--- config.mk ---
export PLATFORM = sky130hd
export DESIGN_NAME = err_status_bank
export DESIGN_NICKNAME = d
export VERILOG_FILES = /design/src/rtl/esb_pkg.sv /design/src/rtl/esb_decode.sv /design/src/rtl/esb_flag_bank.sv /design/src/rtl/esb_vec_find.sv /design/src/rtl/err_status_bank.sv
export SDC_FILE = /design/constraint.sdc
export NUM_CORES = 1
export LEC_CHECK = 0
export CAP_MARGIN = 0
export CELL_PAD_IN_SITES_DETAIL_PLACEMENT = 0
export CELL_PAD_IN_SITES_GLOBAL_PLACEMENT = 1
export CORE_ASPECT_RATIO = 1.5
export CORE_MARGIN = 2
export CORE_UTILIZATION = 25
export DETAILED_ROUTE_END_ITERATION = 12
export PLACE_DENSITY = 0.63
export SLEW_MARGIN = 25
export SYNTH_ARGS = -nofsm -noshare
export SYNTH_HDL_FRONTEND = slang
export SYNTH_SLANG_ARGS = --single-unit
--- constraint.sdc ---
create_clock -name clk -period 2.77 [get_ports clk]
set_clock_uncertainty 0.1 [all_clocks]
set_input_delay 0.4155 -clock clk [delete_from_list [all_inputs] [get_ports clk]]
set_output_delay 0.4155 -clock clk [all_outputs]
set_load 0.01 [all_outputs]
--- src/rtl/esb_pkg.sv ---
package esb_pkg;
    localparam int unsigned OFS_G1  = 32'h18;
    localparam int unsigned OFS_G2  = 32'h1C;
    localparam int unsigned OFS_SHD = 32'h20;
    localparam int unsigned OFS_VEC = 32'h24;

    typedef enum logic [2:0] {
        SEL_NONE,
        SEL_G1,
        SEL_G2,
        SEL_SHD,
        SEL_VEC
    } reg_sel_e;

    typedef struct packed {
        logic     rd;
        logic     wr;
        logic     priv;
        reg_sel_e sel;
    } bus_op_t;
endpackage

--- src/rtl/esb_decode.sv ---
module esb_decode
    import esb_pkg::*;
#(
    parameter int unsigned ADDR_W = 8
) (
    input  logic              req_valid,
    input  logic              req_write,
    input  logic              req_priv,
    input  logic [ADDR_W-1:0] req_addr,
    input  logic              warm_rst,
    output bus_op_t           op_o
);
    reg_sel_e sel;

    always_comb begin
        if (req_addr == ADDR_W'(OFS_G1))       sel = SEL_G1;
        else if (req_addr == ADDR_W'(OFS_G2))  sel = SEL_G2;
        else if (req_addr == ADDR_W'(OFS_SHD)) sel = SEL_SHD;
        else if (req_addr == ADDR_W'(OFS_VEC)) sel = SEL_VEC;
        else                                   sel = SEL_NONE;
    end

    always_comb begin
        op_o.rd   = req_valid && !req_write && !warm_rst;
        op_o.wr   = req_valid &&  req_write && !warm_rst;
        op_o.priv = req_priv;
        op_o.sel  = sel;
    end
endmodule

--- src/rtl/esb_flag_bank.sv ---
module esb_flag_bank #(
    parameter int unsigned N            = 32,
    parameter bit          KEEP_ON_WARM = 1'b0
) (
    input  logic         clk,
    input  logic         por_n,
    input  logic         warm_rst,
    input  logic [N-1:0] set_i,
    input  logic [N-1:0] clr_i,
    output logic [N-1:0] flags_o
);
    logic wipe;
    assign wipe = warm_rst && (KEEP_ON_WARM == 1'b0);

    always_ff @(posedge clk or negedge por_n) begin
        if (!por_n)
            flags_o <= '0;
        else if (wipe)
            flags_o <= '0;
        else
            flags_o <= (flags_o & ~clr_i) | set_i;
    end

    // an event always lands, even against a simultaneous clear
    a_r10_set_wins: assert property (@(posedge clk) disable iff (!por_n)
        !wipe |=> ((flags_o & $past(set_i)) == $past(set_i)));

    // a flag only falls where a clear was requested
    a_r3_fall_needs_clear: assert property (@(posedge clk) disable iff (!por_n)
        !wipe |=> ((($past(flags_o) & ~flags_o) & ~$past(clr_i)) == '0));
endmodule

--- src/rtl/esb_vec_find.sv ---
module esb_vec_find #(
    parameter int unsigned N  = 32,
    parameter int unsigned VW = $clog2(N + 1)
) (
    input  logic [N-1:0]  pend_i,
    output logic [VW-1:0] vec_o
);
    always_comb begin
        vec_o = '0;
        for (int i = N - 1; i >= 0; i--) begin
            if (pend_i[i]) vec_o = VW'(i + 1);
        end
    end
endmodule

--- src/rtl/err_status_bank.sv ---
module err_status_bank
    import esb_pkg::*;
#(
    parameter int unsigned CH     = 32,
    parameter int unsigned ADDR_W = 8
) (
    input  logic              clk,
    input  logic              por_n,
    input  logic              warm_rst,
    input  logic [CH-1:0]     g1_err,
    input  logic [CH-1:0]     g2_err,
    input  logic [CH-1:0]     g1_irq_en,
    input  logic [CH-1:0]     g2_irq_en,
    input  logic              req_valid,
    input  logic              req_write,
    input  logic              req_priv,
    input  logic [ADDR_W-1:0] req_addr,
    input  logic [CH-1:0]     req_wdata,
    output logic              rd_valid,
    output logic [CH-1:0]     rd_data,
    output logic              g1_pending,
    output logic              g2_pending
);
    localparam int unsigned VW = $clog2(CH + 1);

    bus_op_t       op;
    logic [CH-1:0] g1_flags, g2_flags, shd_flags;
    logic [CH-1:0] g1_clr, g2_clr, vec_mask, rd_mux;
    logic [VW-1:0] vec;
    logic          priv_wr, vec_take;

    esb_decode #(.ADDR_W(ADDR_W)) u_decode (
        .req_valid (req_valid),
        .req_write (req_write),
        .req_priv  (req_priv),
        .req_addr  (req_addr),
        .warm_rst  (warm_rst),
        .op_o      (op)
    );

    esb_vec_find #(.N(CH), .VW(VW)) u_vec (
        .pend_i (g2_flags & g2_irq_en),
        .vec_o  (vec)
    );

    for (genvar i = 0; i < CH; i++) begin : g_vmask
        assign vec_mask[i] = (vec == VW'(i + 1));
    end

    assign priv_wr  = op.wr && op.priv;
    assign vec_take = op.rd && op.priv && (op.sel == SEL_VEC);
    assign g1_clr   = (priv_wr && op.sel == SEL_G1) ? req_wdata : '0;
    assign g2_clr   = ((priv_wr && op.sel == SEL_G2) ? req_wdata : '0)
                    | (vec_take ? vec_mask : '0);

    esb_flag_bank #(.N(CH), .KEEP_ON_WARM(1'b1)) u_g1 (
        .clk (clk), .por_n (por_n), .warm_rst (warm_rst),
        .set_i (g1_err), .clr_i (g1_clr), .flags_o (g1_flags)
    );

    esb_flag_bank #(.N(CH), .KEEP_ON_WARM(1'b0)) u_g2 (
        .clk (clk), .por_n (por_n), .warm_rst (warm_rst),
        .set_i (g2_err), .clr_i (g2_clr), .flags_o (g2_flags)
    );

    esb_flag_bank #(.N(CH), .KEEP_ON_WARM(1'b1)) u_shd (
        .clk (clk), .por_n (por_n), .warm_rst (warm_rst),
        .set_i (g2_err), .clr_i ('0), .flags_o (shd_flags)
    );

    always_comb begin
        unique case (op.sel)
            SEL_G1:  rd_mux = g1_flags;
            SEL_G2:  rd_mux = g2_flags;
            SEL_SHD: rd_mux = shd_flags;
            SEL_VEC: rd_mux = CH'(vec);
            default: rd_mux = '0;
        endcase
    end

    always_ff @(posedge clk or negedge por_n) begin
        if (!por_n) begin
            rd_valid <= 1'b0;
            rd_data  <= '0;
        end else begin
            rd_valid <= op.rd;
            rd_data  <= op.rd ? rd_mux : '0;
        end
    end

    assign g1_pending = |(g1_flags & g1_irq_en);
    assign g2_pending = |(g2_flags & g2_irq_en);

    // every live group 2 flag is mirrored in the shadow
    a_r9_shadow_covers_g2: assert property (@(posedge clk) disable iff (!por_n)
        (g2_flags & ~shd_flags) == '0);

    // a user-mode write never drops a flag
    a_r4_user_write_keeps: assert property (@(posedge clk) disable iff (!por_n)
        (req_valid && req_write && !req_priv && !warm_rst) |=>
        ((($past(g1_flags) & ~g1_flags) | ($past(g2_flags) & ~g2_flags)) == '0));

    // every accepted read is answered next cycle
    a_r2_read_answers: assert property (@(posedge clk) disable iff (!por_n)
        (req_valid && !req_write && !warm_rst) |=> rd_valid);

    // group 1 and shadow ride through warm reset
    a_r5_warm_keeps: assert property (@(posedge clk) disable iff (!por_n)
        warm_rst |=> ((($past(g1_flags) & ~g1_flags) | ($past(shd_flags) & ~shd_flags)) == '0));

    // a privileged vector read removes the reported flag
    a_r8_vec_read_clears: assert property (@(posedge clk) disable iff (!por_n)
        (vec_take && vec != '0 && (g2_err & vec_mask) == '0) |=>
        ((g2_flags & $past(vec_mask)) == '0));
endmodule

==> results of run 1 <==
## layer usage
layer | routed length (um) | vias to the layer above
met5 | 0 | -
met4 | 715 | 0
met3 | 1372 | 31
met2 | 13950 | 209
met1 | 10040 | 2946
li1 | - | 2789
## layout make-up
class	count	area, um^2
fillers	2335	14050
flip-flops and latches	129	3228
multi-input cells	432	2723
repair buffers	283	2676
clock buffers	20	456.7
well taps	319	399.1
clock inverters	12	180.2
inverters	8	30.03
diodes	1	2.502
## power breakdown
group          internal [uW]  total, uW  switching [uW]  leakage (uW)
clock                   1560       2430             870      0.000307
sequential              1920       1960            40.8       0.00142
combinational            427        783             357       0.00183
total                   3900       5170            1270       0.00356
## critical path: cells and delay by family
family / cells / cell delay [ns]
buffers and inverters: 3 / 0.71
and+or+nand+nor: 2 / 0.59
AOI/OAI and AO/OA: 2 / 0.44
## what timing repair did
item                                    CTS  global route
pin swaps                                 1             0
hold buffers                              0             0
setup buffers                             4             0
hold endpoints to repair                  0             0
resized for setup                         9             4
gates cloned                              0             0
endpoints found under the setup margin    2             2
## Yosys cell counts (all sizes together) (3+ instances only)
cell and instances:
dfrtp 129, nand3 9, a32o 5, o21ai 4
a21o 32, buf 12, nand2 102, a21oi 41
nor3 11, a222oi 33, a31oi 4, inv 8
nor4 10, o311ai 5, nor2 55, a211oi 3
nand4 5, a22o 12, a22oi 23, o31a 19
clkbuf 13, or2 34, nor2b 3
## registers in the layout (all words and copies together) (netlist names)
| signal | count |
|---|---|
| rd_data | 32 |
| rd_valid | 1 |
| u_g1.flags_o | 32 |
| u_g2.flags_o | 32 |
| u_shd.flags_o | 32 |
## through the flow
step | total power [uW] | TNS [ns] | setup slack [ns] | hold WS [ns] | util
finish | 5171 | 0 | 0.09768 | 0.01415 | 0.4084
global placement | 2770 | -3.853 | -0.2991 | 0.3504 | 0.3793
CTS | 5242 | 0 | 0.003347 | 0.02692 | 0.4080
global route | 5381 | 0 | 0.002562 | 0.06980 | 0.4084
detailed placement | 2771 | -5.001 | -0.3477 | 0.3522 | 0.3793
floorplan | 2206 | 0 | 0.5181 | 0.01991 | -
## cells by family (layout without fill, tap and decap cells)
logic type / count (synthesis) / after routing
AOI/OAI and AO/OA: 192 / 192
DFF: 129 / 129
buffers and inverters: 33 / 323
other: 0 / 1
and+or+nand+nor: 240 / 240
## path summary, 6_finish.rpt
path | cells after the start | end | slack [ns]
max | 7 | g1_pending | 0.1
min | 2 | u_g1.flags_o[12]$_DFF_PN0_ | 0.01
max reg2reg | 8 | u_g2.flags_o[17]$_DFF_PN0_ | 0.27
min reg2reg | 1 | u_shd.flags_o[1]$_DFF_PN0_ | 0.36
max in group asynchronous | 2 | u_g2.flags_o[30]$_DFF_PN0_ | 1.99
min in group clk | 1 | u_shd.flags_o[1]$_DFF_PN0_ | 0.36
==> flow_summary.yaml, run 1 <==
yosys:
  yosys_warnings: 0
  synthesis.instances: 594
  yosys.area_share.adder: 0
  synth_edf_count: 0
  synth_mux_area_frac: 0
  synth-main-ff-cell: "dfrtp_1"
  yosys.area.top_type_share: 0.5339
  async_flop_share: 1.000
  synth_compound_area_frac: 0.2500
  synth_xor_area_frac: 0
  synth_top_cell_by_area: "dfrtp_1"
  synthSimpleGateAreaFrac: 0.1931
  synth_area_leaders: "dfrtp_1, nand2_1, a222oi_1"
  ys_seq_elements: 129
  syn-num-nets: 768
  postSynthAreaPerCell_um2: 10.18
  synth_top_family_by_area: "compound AO/OA/AOI/OAI gates"
  ys_types: 52
  synth-seq-area-share: 0.5339
  synthesis.area_mm2: 0.006046
place:
  placed_area_mm2: 0.009005
  dp_hpwl_um: 20220
  routabilityCongestion: 0.8724
  port-buffer-count: 208
  place_inst: 1167
floorplan:
  die_h_um: 194.5
  dieArea_mm2: 0.02547
  fp.coreArea_mm2: 0.02374
  row_count: 69
  initial_utilization: 0.2547
  io_pins: 209
  die_x_um: 131.0
setup_path:
  timing.rr.start: "u_g2.flags_o[28]$_DFF_PN0_"
  cp-end-kind: "output port"
  crit_arrival_ns: 2.16
  crit_fanout: 1
  slowest_stage: "or4_4"
  path_cells: "clkdlybuf4s50_1 > a22o_1 > a221oi_2 > buf_4 > nand3_1 > or4_4 > buf_6"
  cp-startpoint: "g1_irq_en[18]"
  crit_path_start_kind: "input pin"
  cp.required_ns: 2.25
  crit_type: "in2out"
  max_stage_delay_ns: 0.53
cts:
  cts_buffer_depth: 2
  cts.sinks: 129
  cts.htree.levels: 4
  clock_latency_ns: 0.42
  cts.clk_slew.worst_paths_ns: 0.06
  cts_buffers: 17
  cts_root_buffer: "clkbuf_16"
  cts_tree: "built"
routing:
  drt_iter0_drc: 440
  drt-wirelength-per-cell_um: 21.66
  num_vias: 5975
  ant_nets: 0
  routed_wl_um: 26080
  first_pass_iters: 8
  post-route-drc-count: 0
  vias_per_cell: 4.963
status:
  status: "complete, no violations"
timing:
  period_share: 0.9647
  fmaxAchievable_mhz: 374.2
  report.final.slew_viol_count: 0
  max_slew_margin: 0.5064
  setup_viol: 0
  hold_viol: 0
  rsz0062_at_grt: "false"
  finalCriticalPeriod_ns: 2.672
  worstMarginPinSlew_ns: 0.7404
finish:
  final_common_cell: "clkdlybuf4s50_1"
  final_cell_mix: "clkdlybuf4s50_1, dfrtp_1, nand2_1"
  nets: 1045
  stdcell_area_mm2: 0.009696
  synthToLayoutAreaGrowth_pct: 60.37
  final_cells: 1204
  drive_gt1_frac: 0.1878
grt:
  gr-usage-met2: 0.3729
  grt_usage: 0.2096
  grt_pass1_wl_um: 38820
  first_global_vias: 6247
  grt_start_max_net_pins: 130
  overflow: 0
  top_usage_layer: "met2"
  grtUsageMet3: 0.03716
  antenna_found_initial: 1
  use_met1: 0.2469
flow_run:
  max-cap-violations: 0
pwr:
  leakagePower_uw: 0.003556
  ir_drop_uv: 373.0
  p_per_area_mw_per_mm2: 533.3
worst_hold_path:
  hp-class: "in2async"
Power figures use the tool's default switching activity.
==> run 2: changes to the inputs <==
--- a/config.mk
+++ b/config.mk
@@ -12,8 +12,9 @@
 export CORE_MARGIN = 2
 export CORE_UTILIZATION = 25
 export DETAILED_ROUTE_END_ITERATION = 12
-export PLACE_DENSITY = 0.63
-export SLEW_MARGIN = 25
+export DONT_BUFFER_PORTS = 1
+export PLACE_DENSITY = 0.48
+export SLEW_MARGIN = 40
 export SYNTH_ARGS = -nofsm -noshare
 export SYNTH_HDL_FRONTEND = slang
 export SYNTH_SLANG_ARGS = --single-unit
==> flow_summary.yaml, run 2 (same netlist as run 1, synthesis figures left out) <==
cts:
  hold_buffers: 66
  cts_tree: "built"
  cts.sinks: 129
  clock_latency_ns: 0.43
  cts_buffers: 17
  cts_buffer_depth: 2
  cts_root_buffer: "clkbuf_16"
  cts.clk_slew.worst_paths_ns: 0.06
  cts.htree.levels: 4
setup_path:
  crit_arrival_ns: 2.16
  crit_path_start_kind: "register"
  crit_fanout: 6
  cp.required_ns: 2.25
  crit_type: "reg2out"
  cp-end-kind: "output port"
place:
  place_ws_ns: 0.2517
  dp_hpwl_um: 19330
  port-buffer-count: 0
  routabilityCongestion: 0.8246
  placed_area_mm2: 0.006545
  place_inst: 910
grt:
  first_global_vias: 5751
  grt_start_max_net_pins: 130
  antenna_found_initial: 0
  overflow: 0
  grt_pass1_wl_um: 38170
  grt_usage: 0.2099
routing:
  vias_per_cell: 5.333
  num_vias: 5397
  routed_wl_um: 26180
  drt-wirelength-per-cell_um: 25.87
  post-route-drc-count: 0
  ant_nets: 0
  first_pass_iters: 8
  drt_iter0_drc: 471
pwr:
  power_switching_uw: 1173
  switching_share: 0.2426
  ir_drop_uv: 435.8
  clock_power_share: 0.501
  total_power_uw: 4835
  p_int_uw: 3662
  p_comb_frac: 0.094
  leakagePower_uw: 0.002787
  p_per_area_mw_per_mm2: 612.7
  p_seq_frac: 0.406
finish:
  final_cell_mix: "dfrtp_1, nand2_1, dlygate4sd3_1"
  synthToLayoutAreaGrowth_pct: 30.53
  nets: 854
  final_cells: 1012
  stdcell_area_mm2: 0.007891
  final_core_util: 0.3324
  drive_gt1_frac: 0.1674
  num_antenna_cells: 0
  final_common_cell: "dfrtp_1"
timing:
  fin_ws_ns: 0.09603
  worstMarginPinSlew_ns: 0.5548
  setup_viol: 0
  report.final.slew_viol_count: 0
  fmaxAchievable_mhz: 374.0
  period_share: 0.9653
  max_slew_margin: 0.6273
  hold_viol: 129
  finalCriticalPeriod_ns: 2.674
  hold_ws_ns: -0.4152
status:
  status: "finished with violations"
  violations: "negative hold slack"
floorplan:
  initial_utilization: 0.2547
  row_count: 69
  die_x_um: 131.0
  die_h_um: 194.5
  io_pins: 209
  fp.coreArea_mm2: 0.02374
  dieArea_mm2: 0.02547
flow_run:
  max-cap-violations: 0
worst_hold_path:
  hp-class: "in2async"
run 2: cell count changes in the layout (fill, tap and decap cells not counted), sizes merged:
cell,change
clkbuf,-3
buf,-50
dlygate4sd3,+65
diode,-1
clkdlybuf4s50,-205
inv,-2
clkinvlp,+1
clkinv,+3
run 2: final timing paths:
kind | startpoint | endpoint | slack (ns) | cells past startpoint
min reg2reg | u_shd.flags_o[30]$_DFF_PN0_ | u_shd.flags_o[30]$_DFF_PN0_ | 0.37 | 1
max in group asynchronous | por_n | u_g2.flags_o[31]$_DFF_PN0_ | 2.71 | 0
max reg2reg | u_g2.flags_o[28]$_DFF_PN0_ | u_g2.flags_o[17]$_DFF_PN0_ | 0.25 | 7
min in group clk | g2_err[29] | u_g2.flags_o[29]$_DFF_PN0_ | 0.02 | 2
min | por_n | rd_data[12]$_DFF_PN0_ | -0.42 | 0
max | u_g2.flags_o[28]$_DFF_PN0_ | g2_pending | 0.1 | 6
run 2: layout make-up:
cell class	count	area, um^2
Fill cell	2445	15850
Sequential cell	129	3228
Multi-Input combinational cell	432	2730
Timing Repair Buffer	92	875.8
Clock buffer	18	439.2
Tap cell	319	399.1
Clock inverter	14	188.9
Inverter	8	30.03
run 2: power by group through the flow:
stage                     Clock (uW)  Sequential [uW]  Combinational (uW)
after floorplan                    0             1980                 228
after global placement             0             1990                 352
after detailed placement           0             1990                 356
after CTS                       2470             1960                 447
after global routing            2550             1970                 491
final                           2420             1960                 453
run 2: per-stage QoR:
step	hold slack, ns	TNS, ns
after floorplan	0.01991	0
after global placement	0.02448	0
after detailed placement	0.02348	0
after CTS	-0.4413	0
after global routing	-0.4365	-0.0009828
final	-0.4152	0
run 2: layer usage:
layer / GRT usage / wire length (um) / up-vias
met3: 0.05147 / 1797 / 34
li1: - / - / 2414
met4: 0.06974 / 662 / 0
met2: 0.3882 / 14570 / 238
met5: 0 / 0 / -
met1: 0.2284 / 9146 / 2711
run 2: critical path, cell delays in order, from the launching register on:
cell     delay, ns
dfrtp_1       0.42
a22o_1        0.27
a221o_1       0.34
nor3_4        0.31
inv_1         0.09
nor2_1        0.14
nand3_2       0.16
run 2: repair_timing:
action                                  in CTS  in global routing
buffers inserted                             0                  4
gates cloned                                 0                  0
endpoints found under the hold margin      208                129
pin swaps                                    1                  1
gates resized for setup                      4                  2
endpoints found under the setup margin       2                  1
